File: config.mk
export PLATFORM = sky130hd
export DESIGN_NAME = msc_bus_strobes
export DESIGN_NICKNAME = d
export VERILOG_FILES = /design/src/rtl/msc_pkg.sv /design/src/rtl/msc_timebase.sv /design/src/rtl/msc_cycle_flag.sv /design/src/rtl/msc_strobe_dec.sv /design/src/rtl/msc_bus_strobes.sv
export SDC_FILE = /design/constraint.sdc
export NUM_CORES = 1
export LEC_CHECK = 0
export BUFFER_PORTS_ARGS = -buffer_cell sky130_fd_sc_hd__buf_2
export CAP_MARGIN = 20
export CORE_AREA = 5 5 42 44
export DETAILED_ROUTE_END_ITERATION = 6
export DIE_AREA = 0 0 47 49
export PLACE_DENSITY = 0.56
export SETUP_SLACK_MARGIN = 0.05
export SLEW_MARGIN = 5
export SYNTH_ARGS = -nofsm -noshare
export SYNTH_HDL_FRONTEND = slang
export SYNTH_SLANG_ARGS = --single-unit
export TNS_END_PERCENT = 100
File: constraint.sdc
create_clock -name clk -period 0.8 [get_ports clk]
set_input_delay 0.04 -clock clk [delete_from_list [all_inputs] [get_ports clk]]
set_output_delay 0.04 -clock clk [all_outputs]
set_load 0.05 [all_outputs]
File: src/rtl/msc_pkg.sv
package msc_pkg;
  typedef enum logic [1:0] {
    PM_RUN  = 2'd0,
    PM_IDLE = 2'd1,
    PM_DOWN = 2'd2
  } pmode_e;

  typedef struct packed {
    logic ale;
    logic psen_n;
  } strobe_t;

  localparam strobe_t STROBE_RESET = '{ale: 1'b0, psen_n: 1'b1};
  localparam strobe_t STROBE_IDLE  = '{ale: 1'b1, psen_n: 1'b1};
  localparam strobe_t STROBE_DOWN  = '{ale: 1'b0, psen_n: 1'b0};
endpackage

File: src/rtl/msc_timebase.sv
module msc_timebase #(
  parameter int unsigned STATES       = 6,
  parameter int unsigned PH_PER_STATE = 2,
  localparam int unsigned SW = (STATES > 1) ? $clog2(STATES) : 1,
  localparam int unsigned HW = (PH_PER_STATE > 1) ? $clog2(PH_PER_STATE) : 1
) (
  input  logic          clk,
  input  logic          rst_n,
  input  logic          run_en,
  output logic [SW-1:0] state_q,
  output logic [SW-1:0] state_d,
  output logic [HW-1:0] half_d,
  output logic          wrap
);
  localparam logic [SW-1:0] LAST_S = SW'(STATES - 1);
  localparam logic [HW-1:0] LAST_H = HW'(PH_PER_STATE - 1);

  logic [HW-1:0] half_q;

  // next-state: half-state counter rolls into state counter
  always_comb begin
    state_d = state_q;
    half_d  = half_q;
    wrap    = 1'b0;
    if (run_en) begin
      if (half_q == LAST_H) begin
        half_d = '0;
        if (state_q == LAST_S) begin
          state_d = '0;
          wrap    = 1'b1;
        end else begin
          state_d = state_q + 1'b1;
        end
      end else begin
        half_d = half_q + 1'b1;
      end
    end
  end

  always_ff @(posedge clk or negedge rst_n) begin
    if (!rst_n) begin
      state_q <= '0;
      half_q  <= '0;
    end else if (run_en) begin
      state_q <= state_d;
      half_q  <= half_d;
    end
  end
endmodule

File: src/rtl/msc_cycle_flag.sv
module msc_cycle_flag (
  input  logic clk,
  input  logic rst_n,
  input  logic load,
  input  logic flag_in,
  output logic flag_d
);
  logic flag_q;

  // the flag for the coming machine cycle is captured only at the wrap
  always_comb begin
    flag_d = load ? flag_in : flag_q;
  end

  always_ff @(posedge clk or negedge rst_n) begin
    if (!rst_n) begin
      flag_q <= 1'b0;
    end else if (load) begin
      flag_q <= flag_d;
    end
  end
endmodule

File: src/rtl/msc_strobe_dec.sv
module msc_strobe_dec
  import msc_pkg::*;
#(
  parameter int unsigned STATES       = 6,
  parameter int unsigned PH_PER_STATE = 2,
  parameter int unsigned ALE_S_A      = 0,
  parameter int unsigned ALE_S_B      = 3,
  parameter int unsigned RD_S_A       = 0,
  parameter int unsigned RD_S_B       = 3,
  parameter int unsigned RD_LEN       = 2,
  localparam int unsigned SW = (STATES > 1) ? $clog2(STATES) : 1,
  localparam int unsigned HW = (PH_PER_STATE > 1) ? $clog2(PH_PER_STATE) : 1
) (
  input  logic          clk,
  input  logic          rst_n,
  input  logic [SW-1:0] state_d,
  input  logic [HW-1:0] half_d,
  input  logic          flag_d,
  input  logic          ext_exec,
  input  logic          ale_off,
  input  pmode_e        pmode,
  output strobe_t       strobe_q
);
  localparam logic [HW-1:0] LATE_H = HW'(PH_PER_STATE - 1);

  logic [STATES-1:0] ale_mask;
  logic [STATES-1:0] rd_mask;

  for (genvar g = 0; g < STATES; g++) begin : g_slot
    assign ale_mask[g] = (g == ALE_S_A) || (g == ALE_S_B);
    assign rd_mask[g]  = ((g >= RD_S_A) && (g < RD_S_A + RD_LEN)) ||
                         ((g >= RD_S_B) && (g < RD_S_B + RD_LEN));
  end

  logic    ale_slot;
  logic    ale_skip;
  logic    ale_allow;
  logic    rd_on;
  strobe_t strobe_d;

  always_comb begin
    ale_slot  = ale_mask[state_d] && (half_d == LATE_H);
    ale_skip  = flag_d && (state_d == SW'(ALE_S_A));
    ale_allow = ext_exec || !ale_off || flag_d;
    rd_on     = ext_exec && rd_mask[state_d] && !flag_d;
    unique case (pmode)
      PM_DOWN: strobe_d = STROBE_DOWN;
      PM_IDLE: strobe_d = STROBE_IDLE;
      default: begin
        strobe_d.ale    = ale_slot && !ale_skip && ale_allow;
        strobe_d.psen_n = !rd_on;
      end
    endcase
  end

  always_ff @(posedge clk or negedge rst_n) begin
    if (!rst_n) begin
      strobe_q <= STROBE_RESET;
    end else begin
      strobe_q <= strobe_d;
    end
  end
endmodule

File: src/rtl/msc_bus_strobes.sv
module msc_bus_strobes
  import msc_pkg::*;
#(
  parameter int unsigned STATES       = 6,
  parameter int unsigned PH_PER_STATE = 2,
  localparam int unsigned SW = (STATES > 1) ? $clog2(STATES) : 1,
  localparam int unsigned HW = (PH_PER_STATE > 1) ? $clog2(PH_PER_STATE) : 1
) (
  input  logic          clk,
  input  logic          rst_n,
  input  logic          ale_off,
  input  logic          ext_exec,
  input  logic          xdata_cyc,
  input  logic          idle_mode,
  input  logic          pdown_mode,
  output logic          ale,
  output logic          psen_n,
  output logic [SW-1:0] state_idx
);
  logic          rst_meta_n;
  logic          rst_sync_n;
  pmode_e        pmode;
  logic          run_en;
  logic [SW-1:0] state_d;
  logic [HW-1:0] half_d;
  logic          wrap;
  logic          flag_d;
  strobe_t       strobe_q;

  // asynchronous assertion, synchronised release
  always_ff @(posedge clk or negedge rst_n) begin
    if (!rst_n) begin
      rst_meta_n <= 1'b0;
      rst_sync_n <= 1'b0;
    end else begin
      rst_meta_n <= 1'b1;
      rst_sync_n <= rst_meta_n;
    end
  end

  always_comb begin
    if (pdown_mode)     pmode = PM_DOWN;
    else if (idle_mode) pmode = PM_IDLE;
    else                pmode = PM_RUN;
    run_en = (pmode != PM_DOWN);
  end

  msc_timebase #(
    .STATES       (STATES),
    .PH_PER_STATE (PH_PER_STATE)
  ) u_timebase (
    .clk     (clk),
    .rst_n   (rst_sync_n),
    .run_en  (run_en),
    .state_q (state_idx),
    .state_d (state_d),
    .half_d  (half_d),
    .wrap    (wrap)
  );

  msc_cycle_flag u_flag (
    .clk     (clk),
    .rst_n   (rst_sync_n),
    .load    (wrap),
    .flag_in (xdata_cyc),
    .flag_d  (flag_d)
  );

  msc_strobe_dec #(
    .STATES       (STATES),
    .PH_PER_STATE (PH_PER_STATE)
  ) u_dec (
    .clk      (clk),
    .rst_n    (rst_sync_n),
    .state_d  (state_d),
    .half_d   (half_d),
    .flag_d   (flag_d),
    .ext_exec (ext_exec),
    .ale_off  (ale_off),
    .pmode    (pmode),
    .strobe_q (strobe_q)
  );

  assign ale    = strobe_q.ale;
  assign psen_n = strobe_q.psen_n;
endmodule

==> After elaboration in Yosys (flattened, before gate mapping) <==
Memories as Yosys holds them, arrays and structs flattened.
Cells that the tools add are included.
{ "op_classes": {"n_addsub": 2, "magnitude_cmp": 1, "eq_ne": 4, "muxes": 14, "reduce_logical": 13} }
{ "op_table": {"columns": ["cell", "n"], "rows": [
  ["2-to-1 mux 1 bit", 9],
  ["2-to-1 mux 3 bit", 3],
  ["logical AND 1 bit", 6],
  ["logical NOT 1 bit", 4],
  ["less-than comparator 3 x 4 -> 1 bit (second input constant)", 1],
  ["case mux 2 bit (2 select lines)", 1],
  ["adder 3 x 1 -> 3 bit (second input constant)", 1],
  ["== test 3 bit (second input constant)", 1],
  ["logical NOT 3 bit", 1],
  ["== test 2 x 1 -> 1 bit (second input constant)", 1],
  ["== test 2 bit (second input constant)", 1],
  ["logical OR 1 bit", 2],
  ["2-to-1 mux 2 bit", 1],
  ["!= test 2 bit (second input constant)", 1],
  ["adder 1 bit (second input constant)", 1]
]} }
{ "totals": {"regBits": 9, "romBits": 16, "in_bits": 7, "out_inout_bits": 5, "elab_cells": 43, "n_memories": 2} }
{ "memory_table": {"columns": ["name", "depth", "width", "rd", "rd_ports_with_merged_regs", "wr", "line", "text"], "rows": [
  ["(no name shown)", 8, 1, 1, 0, 0, "msc_strobe_dec.sv:42", "ale_slot = ale_mask[state_d] && (half_d == LATE_H);"],
  ["(no name shown)", 8, 1, 1, 0, 0, "msc_strobe_dec.sv:45", "rd_on = ext_exec && rd_mask[state_d] && !flag_d;"]
]} }

==> Longest topological paths before layout <==
Gate-level depths: netlist of the first run.
{ "logic_depth": {"ltp_word": 10, "ltp_mapped": 8, "mapped_depth_nobuf": 8} }

==> Hierarchy <==
Synthesis of the first run repeated with hierarchy kept, for this count alone.
{ "unflattened": {"hier_cells": 42, "area_unflattened_um2": 485.5} }
{ "modules_own_cells": {"columns": ["mod", "instances", "cells_each", "area_per_inst_um2", "seq_area_each_um2"], "rows": [
  ["msc_timebase", 1, 17, 211.5, 100.1],
  ["msc_strobe_dec", 1, 17, 162.7, 51.3],
  ["msc_bus_strobes", 1, 5, 63.8, 50.0],
  ["msc_cycle_flag", 1, 3, 47.5, 25.0]
]} }

==> Least setup slack after synthesis of the first run <==
No wires, ideal clock.
{ "synth_timing": {"path_type": "reg-to-reg", "startpoint": "register u_timebase.state_q[0]", "endpoint": "register, netlist name u_dec.strobe_q[1]", "setup_time_ps": 101, "arrival_time_ps": 2111, "required_ps": 699, "setup_slack_ps": -1412, "stages_incl_launch_ff": 7, "n_path_buf": 0, "period_less_slack_ps": 2212, "cell_sequence": "dfrtp_1 > nand3b_4 > nor3_1 > a21oi_1 > ha_1 > or4_2 > o32ai_1"} }
{ "synth_rtl": {"columns": ["element", "line", "text"], "rows": [
  ["from (decl)", "msc_timebase.sv:10", "output logic [SW-1:0] state_q,"],
  ["from (signal assigned)", "msc_timebase.sv:45", "state_q <= state_d;"]
]} }

==> metrics, run 1 <==
CP max FO=3; Most used DFF post-synth=dfrtp_1; Mean Syn Cell Area=11.42 sq um; Hold Startpoint=idle_mode; routed vias/inst=4.570; DP HPWL=795.6 microns; maximum buffer depth of the clock tree=2; failing checks=setup timing; Crit. End Element=flip-flop; clock buffer count from CTS=3; Crit-path slowest cell=or4_4; largest net degree at the start of global routing=8; slowest stage delay, CP=0.41 ns; DRC viols=0; Post-Syn Nets=49; Row Count=14; Setup Skew=0.006573 ns; Final Critical Period=1.805 ns; Die ar.=between 0.002 and 0.0025 sq mm; RSZ-0062 raised after global routing=true; # setup viols final=11; worst hold endpoint=u_dec.strobe_q[1]$_DFF_PN0_; Port-buffer cells=11; initial antenna violation count=0; Critical Path RT=0.97 ns; max-slew violation count=0; Tcrit/Tclk final=225.7%; R2R cell count=7; reg2reg end=u_dec.strobe_q[1]$_DFF_PN0_; die width=47 microns; first-pass GRT wire length=~1600 microns; Post-Syn Area=456.7 sq um; CTS Root Cell=clkbuf_4; share of cells above drive strength 1=67.14%; post-synthesis register bit count=9; vias in the first global route=between 300 and 400; pre-CTS worst setup slack=-1.117 ns; crit path kind=flip-flop to flip-flop; R2R Path Start=u_timebase.half_q$_DFFE_PN0N_; Metal-1 WL=around 390 microns; Avg WL per Cell=11.90 microns; via count=393; Yosys warnings=0; antenna viol nets, final=0; CTS tree=built; nets=80; routability cong.=0.6822; grt ovf=0; achievable frequency=553.9 MHz; status=finished with violations; Final Util=around 55%; Reg2Reg Setup Slack=-1.01 ns; GRT Util Overall=10.43%; Ports=12; Core Region=0.001401 sq mm; ys async rst share=between 90% and 100%; drt initial violations=0; P per Cell Area=3878 mW/mm^2; Fill cells=124; initial core utilization=between 30% and 40%; n_diodes=0; worst hold path depth=3; Setup TNS=-4.128 ns; number of synthesized flops with an enable pin=0; clk sink count=9; endpoints failing hold=0; Static Leak=0.3827 nW; Clock Pin Slew Worst Setup and Hold Paths=0.06 ns; clk_lat worst skew=0.26 ns; cell count after synthesis=40; Syn-to-layout area delta=70.14%; max cap viols=0; met2 WL=approximately 550 microns; Met3 Wirelength=53 microns; Worst Setup Slack, final=-1.005 ns; top layer in use=met4; chip height=a little under 50 microns; crit path launch type=flip-flop; H-tree depth=1; sequential fraction of the synthesis area=49.59%; critical path cell sequence=buf_4, nand3b_4, nor3_2, a21oi_2, ha_1, or4_4, o32ai_2; critical path data arrival time=a little under 2 ns; Max IR drop VDD=around 0.0016 V; Initial DRT Pass Iterations=1; post-synthesis cell type count=22; Min-Delay Path Class=primary input to flip-flop; DRT Wirelength=1023 microns
==> area by class of cell <==
| type | count | area, sq um | area share [%] |
|---|---|---|---|
| timing repair buffer | 26 | 224.0 | 28.82 |
| multi-input combinational | 25 | 254.0 | 32.69 |
| tap | 16 | 20.02 | 2.576 |
| clock buffer | 4 | 26.28 | 3.382 |
| inverter | 6 | 22.52 | 2.899 |
| sequential | 9 | 230.2 | 29.63 |
==> synth_stat cells (all sizes together), types with 2 or more instances <==
library cell,instances,area (sq um)
nor2,2,7.510
inv,6,22.52
a21oi,3,15.01
dfrtp,8,200.2
nor3,2,10.01
nor3b,3,27.52
ha,2,25.02
==> state kept, by name (all words and copies together), names as in the netlist <==
signal	flops
u_timebase.state_q	3
u_flag.flag_q	1
rst_sync_n	1
rst_meta_n	1
u_dec.strobe_q	2
u_timebase.half_q	1
==> per-stage QoR <==
step	cells	hold WS (ns)	area, sq um	power, mW
detailed placement	76	-0.1742	621.8	2.179
CTS	84	0.02968	733.2	2.833
global placement	76	-0.1748	621.8	2.158
floorplan	40	-0.2556	479.2	1.654
finish	86	0.03089	777.0	3.013
global route	86	0.02912	777.0	3.239
==> worst max path at each step <==
stage / from / to / slack, ns / cells past startpoint
floorplan: u_timebase.state_q[0]$_DFFE_PN0N_ / u_dec.strobe_q[1]$_DFF_PN0_ / -1.14 / 6
CTS: u_timebase.half_q$_DFFE_PN0N_ / u_dec.strobe_q[1]$_DFF_PN0_ / -1.04 / 6
global placement: u_timebase.half_q$_DFFE_PN0N_ / u_dec.strobe_q[1]$_DFF_PN0_ / -1.10 / 6
finish: u_timebase.half_q$_DFFE_PN0N_ / u_dec.strobe_q[1]$_DFF_PN0_ / -1.01 / 7
global route: u_timebase.half_q$_DFFE_PN0N_ / u_dec.strobe_q[1]$_DFF_PN0_ / -1.09 / 6
detailed placement: u_timebase.half_q$_DFFE_PN0N_ / u_dec.strobe_q[1]$_DFF_PN0_ / -1.12 / 6
==> report_power, final <==
| part | switching, mW | internal (mW) | leakage, nW | total (mW) |
|---|---|---|---|---|
| combinational | 0.903 | 0.951 | 0.263 | 1.85 |
| clock | 0.161 | 0.192 | 0.0150 | 0.354 |
| sequential | 0.175 | 0.630 | 0.104 | 0.805 |
==> cell families (layout without fill, tap and decap cells) <==
logic type,after synthesis,after routing,share of synthesized area [%]
fa+ha+maj,2,2,5.479
buf+inv,6,36,4.931
xor+xnor,2,2,3.836
flops,9,9,49.59
simple gates,13,13,23.29
compound gates,6,6,8.765
mux,1,1,3.287
other cells,1,1,0.8211
==> cell usage in the layout, fill, tap and decap left out <==
cell type,Yosys,layout
a21oi_1,3,1
a21oi_2,0,2
and2b_2,1,1
and4b_2,1,1
buf_2,0,6
buf_4,0,11
buf_6,0,5
buf_8,0,3
clkbuf_1,0,1
clkbuf_4,0,3
conb_1,1,1
dfrtp_1,8,5
dfrtp_2,0,3
dfstp_2,1,1
dlygate4sd3_1,0,1
ha_1,2,1
ha_2,0,1
inv_1,6,5
inv_2,0,1
mux2_4,1,1
nand2_1,1,1
nand3b_4,1,1
nand4b_1,1,1
nor2_1,2,1
nor2_2,0,1
nor3_2,0,2
nor3b_1,2,2
nor3b_4,0,1
o21ai_1,0,1
o32ai_2,0,1
o41a_1,1,1
or4_4,0,1
xnor2_1,1,1
xor2_2,0,1
==> routing by layer <==
layer | up-vias | global-route usage (%)
met5 | - | 0
met4 | 0 | 6.912
met3 | 4 | 3.321
met2 | 8 | 15.84
met1 | 183 | 11.91
li1 | 198 | -
==> worst max-delay path, delay by kind of cell (launching register included) <==
family	cells	cell delay, ns
fa+ha+maj	1	0.30
compound gates	2	0.27
buf+inv	1	0.12
simple gates	3	0.68
flops	1	0.36
==> repair_timing <==
action,CTS,global route
endpoints found under the setup margin,12,12
hold endpoints to repair,2,0
resized for setup,15,9
cloned,0,0
buffers inserted,3,3
hold buffers,1,0
pin swaps,2,4
Note: power is estimated with default switching activity, not from simulation.
==> run 2: changes to the inputs <==
--- a/config.mk
+++ b/config.mk
@@ -12,6 +12,7 @@
 export DIE_AREA = 0 0 47 49
 export PLACE_DENSITY = 0.56
 export SETUP_SLACK_MARGIN = 0.05
+export SKIP_CTS_REPAIR_TIMING = 1
 export SLEW_MARGIN = 5
 export SYNTH_ARGS = -nofsm -noshare
 export SYNTH_HDL_FRONTEND = slang
==> run 2 against run 1 <==
  * The flow still finishes with violations (setup timing)
  * Final cell count is 2.3% lower
  * Setup slack better by 0.0072 ns
  * Via count is 2.0% lower
  * Sequential cell count stayed put
  * Die area stayed put
  * Maximum frequency is 0.40% higher
  * Largest power group unchanged
==> metrics, run 2 (synthesis gave the netlist of run 1 again) <==
# setup viols final=11 (unchanged); Max IR drop VDD=0.001741 V (+5.6%); Comb pwr share=61.3% (-0.2 points); n_diodes=0 (unchanged); grt ovf=0 (unchanged); Avg WL per Cell=12.15 microns (+2.2%); max-slew violation count=0 (unchanged); Row Count=14 (unchanged); Critical Path RT=0.99 ns (+0.02 ns); H-tree depth=1 (unchanged); final std cells w/o fill=84 (-2.3%); worst setup path endpoint=u_dec.strobe_q[0]$_DFF_PN1_; RSZ-0062 raised after global routing=true; Static Leak=0.3654 nW (-4.5%); Clk pwr share=12.0% (+0.3 points); Worst Path Buf+Inv=3 (+2); largest net degree at the start of global routing=8 (unchanged); crit path launch type=flip-flop; sequential group share of total power=26.7% (about the same); Reg2Reg Setup Slack=-1.0 ns (about the same); endpoints failing hold=0 (unchanged); achievable frequency=556.2 MHz (+0.40%); slowest stage delay, CP=0.39 ns (-0.02 ns); CTS Root Cell=clkbuf_4; Storage cell area=230.2 sq um (unchanged); failing checks=setup timing; routed vias/inst=4.583 (+0.30%); commonest cells after routing, fill and taps aside=buf_4, buf_2, inv_1, dfrtp_1, buf_6; DP HPWL=795.6 microns (unchanged); Final Util=53.75% (-1.7 points); Worst Setup Slack, final=-0.9980 ns (+0.007204 ns); Tcrit/Tclk final=224.8% (-0.90 points); multi-input logic area=264.0 sq um (+3.9%); Worst setup startpoint=u_timebase.half_q$_DFFE_PN0N_; nets=78 (-2.5%); P per Cell Area=3959 mW/mm^2 (+2.1%); initial antenna violation count=0 (unchanged); clock buffer count from CTS=3 (unchanged); Crit. End Element=flip-flop; Initial DRT Pass Iterations=4 (+3); clk_lat worst skew=0.27 ns (about the same); Port-buffer cells=11 (unchanged); Die ar.=0.002303 sq mm (unchanged); critical path cell sequence=buf_4, nand3b_4, nor3_2, a21oi_2, buf_4, inv_1, ha_2, a21oi_2, nor3_2, o41a_1; biggest regs=u_timebase.state_q: 3 flops, u_dec.strobe_q: 2 flops; vias in the first global route=375 (-1.6%); DRT Wirelength=1021 microns (-0.20%); GRT Util Overall=10.01% (-0.42 points); reg2reg end=u_dec.strobe_q[0]$_DFF_PN1_; clk sink count=9 (unchanged); Largest Register=u_timebase.state_q; Placed Cells=76 (unchanged); CP max FO=3 (unchanged); via count=385 (-2.0%); Crit-path slowest cell=dfrtp_1; max FFs per register=3 (unchanged); commonest non-fill, non-tap cell in the layout=buf_4; Ports=12 (unchanged); maximum buffer depth of the clock tree=2 (unchanged); chip height=49 microns (unchanged); CTS tree=built; sw frac=42.11% (+0.98 points); internal power=1.726 mW (-2.7%); Setup Skew=0.006846 ns (+0.0002726 ns); Final Critical Period=1.798 ns (-0.007204 ns); Fill cells=127 (+2.4%); max cap viols=0 (unchanged); first-pass GRT wire length=1587 microns (-2.9%); delay-heaviest family, CP=compound AO/OA/AOI/OAI gates; share of cells above drive strength 1=66.18% (-0.97 points); crit path kind=flip-flop to flip-flop; R2R Path Start=u_timebase.half_q$_DFFE_PN0N_; Stages on worst setup path=10 (+3); Core Region=0.001401 sq mm (unchanged); Syn-to-layout area delta=64.93%; initial core utilization=32.59% (unchanged); status=finished with violations; drt initial violations=5 (+5); antenna viol nets, final=0 (unchanged); Min-Delay Path Class=primary input to flip-flop; DRC viols=0 (unchanged); die width=47 microns (unchanged); critical path data arrival time=1.98 ns (about the same); routability cong.=0.6822 (unchanged); Clock Pin Slew Worst Setup and Hold Paths=0.06 ns (about the same); Psw=1.256 mW (+1.3%); Hold Startpoint=idle_mode; R2R cell count=10 (+3)
run 2: cell types whose count changed in the layout (fill, tap and decap cells not counted):
| cell | delta |
|---|---|
| buf_4 | +1 |
| ha_4 | +1 |
| buf_8 | -2 |
| ha_1 | -1 |
| nor2_2 | -1 |
| buf_6 | -1 |
| nor2_1 | +1 |
run 2: worst min path at each step:
stage | end | slack (ns) | cells after the start
after global placement | rst_sync_n$_DFF_PN0_ | -0.17 | 1
after detailed placement | rst_meta_n$_DFF_PN0_ | -0.17 | 1
after floorplan | rst_meta_n$_DFF_PN0_ | -0.26 | 0
after CTS | rst_meta_n$_DFF_PN0_ | -0.46 | 1
final | u_dec.strobe_q[1]$_DFF_PN0_ | 0.03 | 3
after global routing | u_dec.strobe_q[1]$_DFF_PN0_ | 0.03 | 3
run 2: power groups by stage:
stage	sequential [mW]	clock, mW	combinational [mW]
5_1_grt	0.824	0.397	1.98
3_3_place_gp	0.769	0	1.39
6_report	0.797	0.356	1.83
4_1_cts	0.774	0.364	1.40
2_1_floorplan	1.15	0	0.501
3_5_place_dp	0.781	0	1.40
run 2: final cells by class:
class,instances,area share [%]
repair buffers,24,25.25
multi-input cells,25,35.05
flip-flops and latches,9,30.56
clock buffers,4,3.488
inverters,6,2.990
well taps,16,2.658
run 2: worst reg2reg max path, cell delays in order (launching register included):
cell	delay, ns
dfrtp_1	0.39
buf_4	0.14
nand3b_4	0.09
nor3_2	0.05
a21oi_2	0.17
buf_4	0.14
inv_1	0.03
ha_2	0.17
a21oi_2	0.15
nor3_2	0.06
o41a_1	0.33
run 2: routing by layer:
layer	vias to the layer above	part of all wire [%]	GRT usage (%)
li1	194	-	-
met1	179	39	11.04
met2	8	53	15.38
met3	4	5.2	3.321
met4	0	2.8	6.912
met5	-	0	0
run 2: metrics by stage:
| step | TNS [ns] | setup WS [ns] | power, mW | hold WS [ns] | area (sq um) |
|---|---|---|---|---|---|
| global route | -4.544 | -1.066 | 3.205 | 0.02912 | 753.2 |
| detailed placement | -3.183 | -1.117 | 2.179 | -0.1742 | 621.8 |
| finish | -4.082 | -0.9980 | 2.982 | 0.02769 | 753.2 |
| floorplan | -3.142 | -1.137 | 1.654 | -0.2556 | 479.2 |
| global placement | -3.075 | -1.100 | 2.158 | -0.1748 | 621.8 |
| CTS | -4.275 | -1.127 | 2.541 | -0.4551 | 648.1 |
==> run 3: changes to the inputs <==
==> constraint.sdc (replaced) <==
create_clock -name clk -period 0.8 [get_ports clk]
set_input_delay 0.16 -clock clk [delete_from_list [all_inputs] [get_ports clk]]
set_output_delay 0.16 -clock clk [all_outputs]
set_load 0.05 [all_outputs]
==> run 3 against run 2 <==
  * Register-to-register slack is essentially flat
  * Sequential cell count unchanged
  * Sequential share of layout area stayed put
  * Clock-buffer cell count unchanged
  * Critical path type unchanged
  * The run still ends with setup timing left
  * Sequential power is essentially flat
==> metrics, run 3 (synthesis gave the netlist of run 1 again) <==
Row Count=14 (unchanged); max FFs per register=3 (unchanged); first-pass GRT wire length=1587 microns (unchanged); GRT Util Overall=10.01% (unchanged); initial antenna violation count=0 (unchanged); max-slew violation count=0 (unchanged); CP max FO=3 (unchanged); # setup viols final=11 (unchanged); sequential group share of total power=26.7% (about the same); Psw=1.256 mW (unchanged); failing checks=setup timing; Worst Setup Slack, final=-0.9980 ns (unchanged); commonest non-fill, non-tap cell in the layout=buf_4; clk sink count=9 (unchanged); Syn-to-layout area delta=64.93% (unchanged); Initial DRT Pass Iterations=4 (unchanged); Tcrit/Tclk final=224.8% (unchanged); P per Cell Area=3959 mW/mm^2 (unchanged); biggest regs=u_timebase.state_q: 3 flops, u_dec.strobe_q: 2 flops; initial core utilization=32.59% (unchanged); crit path launch type=flip-flop; maximum buffer depth of the clock tree=2 (unchanged); Placed Cells=76 (unchanged); share of cells above drive strength 1=66.18% (unchanged); clk_lat worst skew=0.27 ns (about the same); Die ar.=0.002303 sq mm (unchanged); via count=385 (unchanged); Avg WL per Cell=12.15 microns (unchanged); Static Leak=0.3654 nW (unchanged); Min-Delay Path Class=flip-flop to async pin; Clk pwr share=12.0% (about the same); delay-heaviest family, CP=compound AO/OA/AOI/OAI gates; antenna viol nets, final=0 (unchanged); CTS Root Cell=clkbuf_4; total power=2.982 mW (unchanged); CTS tree=built; n_diodes=0 (unchanged); multi-input logic area=264.0 sq um (unchanged); internal power=1.726 mW (unchanged); DRC viols=0 (unchanged); Final Hold Slack=0.1248 ns (+0.09712 ns); critical path cell sequence=buf_4, nand3b_4, nor3_2, a21oi_2, buf_4, inv_1, ha_2, a21oi_2, nor3_2, o41a_1; Core Region=0.001401 sq mm (unchanged); sw frac=42.11% (unchanged); largest net degree at the start of global routing=8 (unchanged); Crit-path slowest cell=dfrtp_1; Setup TNS=-4.682 ns (-0.6000 ns); Comb pwr share=61.3% (about the same); status=finished with violations; endpoints failing hold=0 (unchanged); routability cong.=0.6822 (unchanged); slowest stage delay, CP=0.39 ns (about the same); drt initial violations=5 (unchanged); Final Critical Period=1.798 ns (unchanged); Crit. End Element=flip-flop; DRT Wirelength=1021 microns (unchanged); nets=78 (unchanged); H-tree depth=1 (unchanged); achievable frequency=556.2 MHz (unchanged); Storage cell area=230.2 sq um (unchanged); Largest Register=u_timebase.state_q; grt ovf=0 (unchanged); die width=47 microns (unchanged); vias in the first global route=375 (unchanged); Max IR drop VDD=0.001741 V (unchanged); chip height=49 microns (unchanged); Critical Path RT=0.99 ns (about the same); critical path data arrival time=1.98 ns (about the same); Fill cells=127 (unchanged); Worst Path Buf+Inv=3 (unchanged); crit path kind=flip-flop to flip-flop; max cap viols=0 (unchanged); Clock Pin Slew Worst Setup and Hold Paths=0.06 ns (about the same); Ports=12 (unchanged); clock buffer count from CTS=3 (unchanged); final std cells w/o fill=84 (unchanged); Port-buffer cells=11 (unchanged); Setup Skew=0.006846 ns (unchanged); DP HPWL=795.6 microns (unchanged); commonest cells after routing, fill and taps aside=buf_4, buf_2, inv_1, dfrtp_1, buf_6; routed vias/inst=4.583 (unchanged); RSZ-0062 raised after global routing=true
## run 3: power by group through the flow
stage | Clock (mW) | Sequential, mW | Combinational (mW)
floorplan | 0 | 1.15 | 0.501
global placement | 0 | 0.769 | 1.39
detailed placement | 0 | 0.781 | 1.40
CTS | 0.364 | 0.774 | 1.40
global route | 0.397 | 0.824 | 1.98
finish | 0.356 | 0.797 | 1.83
## run 3: final timing paths
kind | startpoint | cells past startpoint | endpoint | slack (ns)
max | u_timebase.half_q$_DFFE_PN0N_ | 10 | u_dec.strobe_q[0]$_DFF_PN1_ | -1.0
max reg2reg | u_timebase.half_q$_DFFE_PN0N_ | 10 | u_dec.strobe_q[0]$_DFF_PN1_ | -1.0
min reg2reg | rst_sync_n$_DFF_PN0_ | 0 | u_dec.strobe_q[1]$_DFF_PN0_ | 0.12
min in group clk | idle_mode | 3 | u_dec.strobe_q[1]$_DFF_PN0_ | 0.15
min | rst_sync_n$_DFF_PN0_ | 0 | u_dec.strobe_q[1]$_DFF_PN0_ | 0.12
max in group asynchronous | rst_sync_n$_DFF_PN0_ | 0 | u_dec.strobe_q[0]$_DFF_PN1_ | 0.38
## run 3: final cells by class
cell class,count,area share [%]
Clock buffer,4,3.488
Sequential cell,9,30.56
Timing Repair Buffer,24,25.25
Tap cell,16,2.658
Inverter,6,2.990
Multi-Input combinational cell,25,35.05
## run 3: per-stage QoR
step | util [%] | instance area, sq um | setup slack [ns]
finish | 53.75 | 753.2 | -0.9980
global route | 53.75 | 753.2 | -1.066
CTS | 46.25 | 648.1 | -1.127
detailed placement | 44.38 | 621.8 | -1.117
global placement | 44.38 | 621.8 | -1.100
floorplan | - | 479.2 | -1.137
## run 3: per-layer routing
metal | global-route usage, % | routed length [microns] | vias up
met3 | 3.321 | 53 | 4
met5 | 0 | 0 | -
met2 | 15.38 | 543 | 8
met4 | 6.912 | 29 | 0
met1 | 11.04 | 395 | 179
li1 | - | - | 194
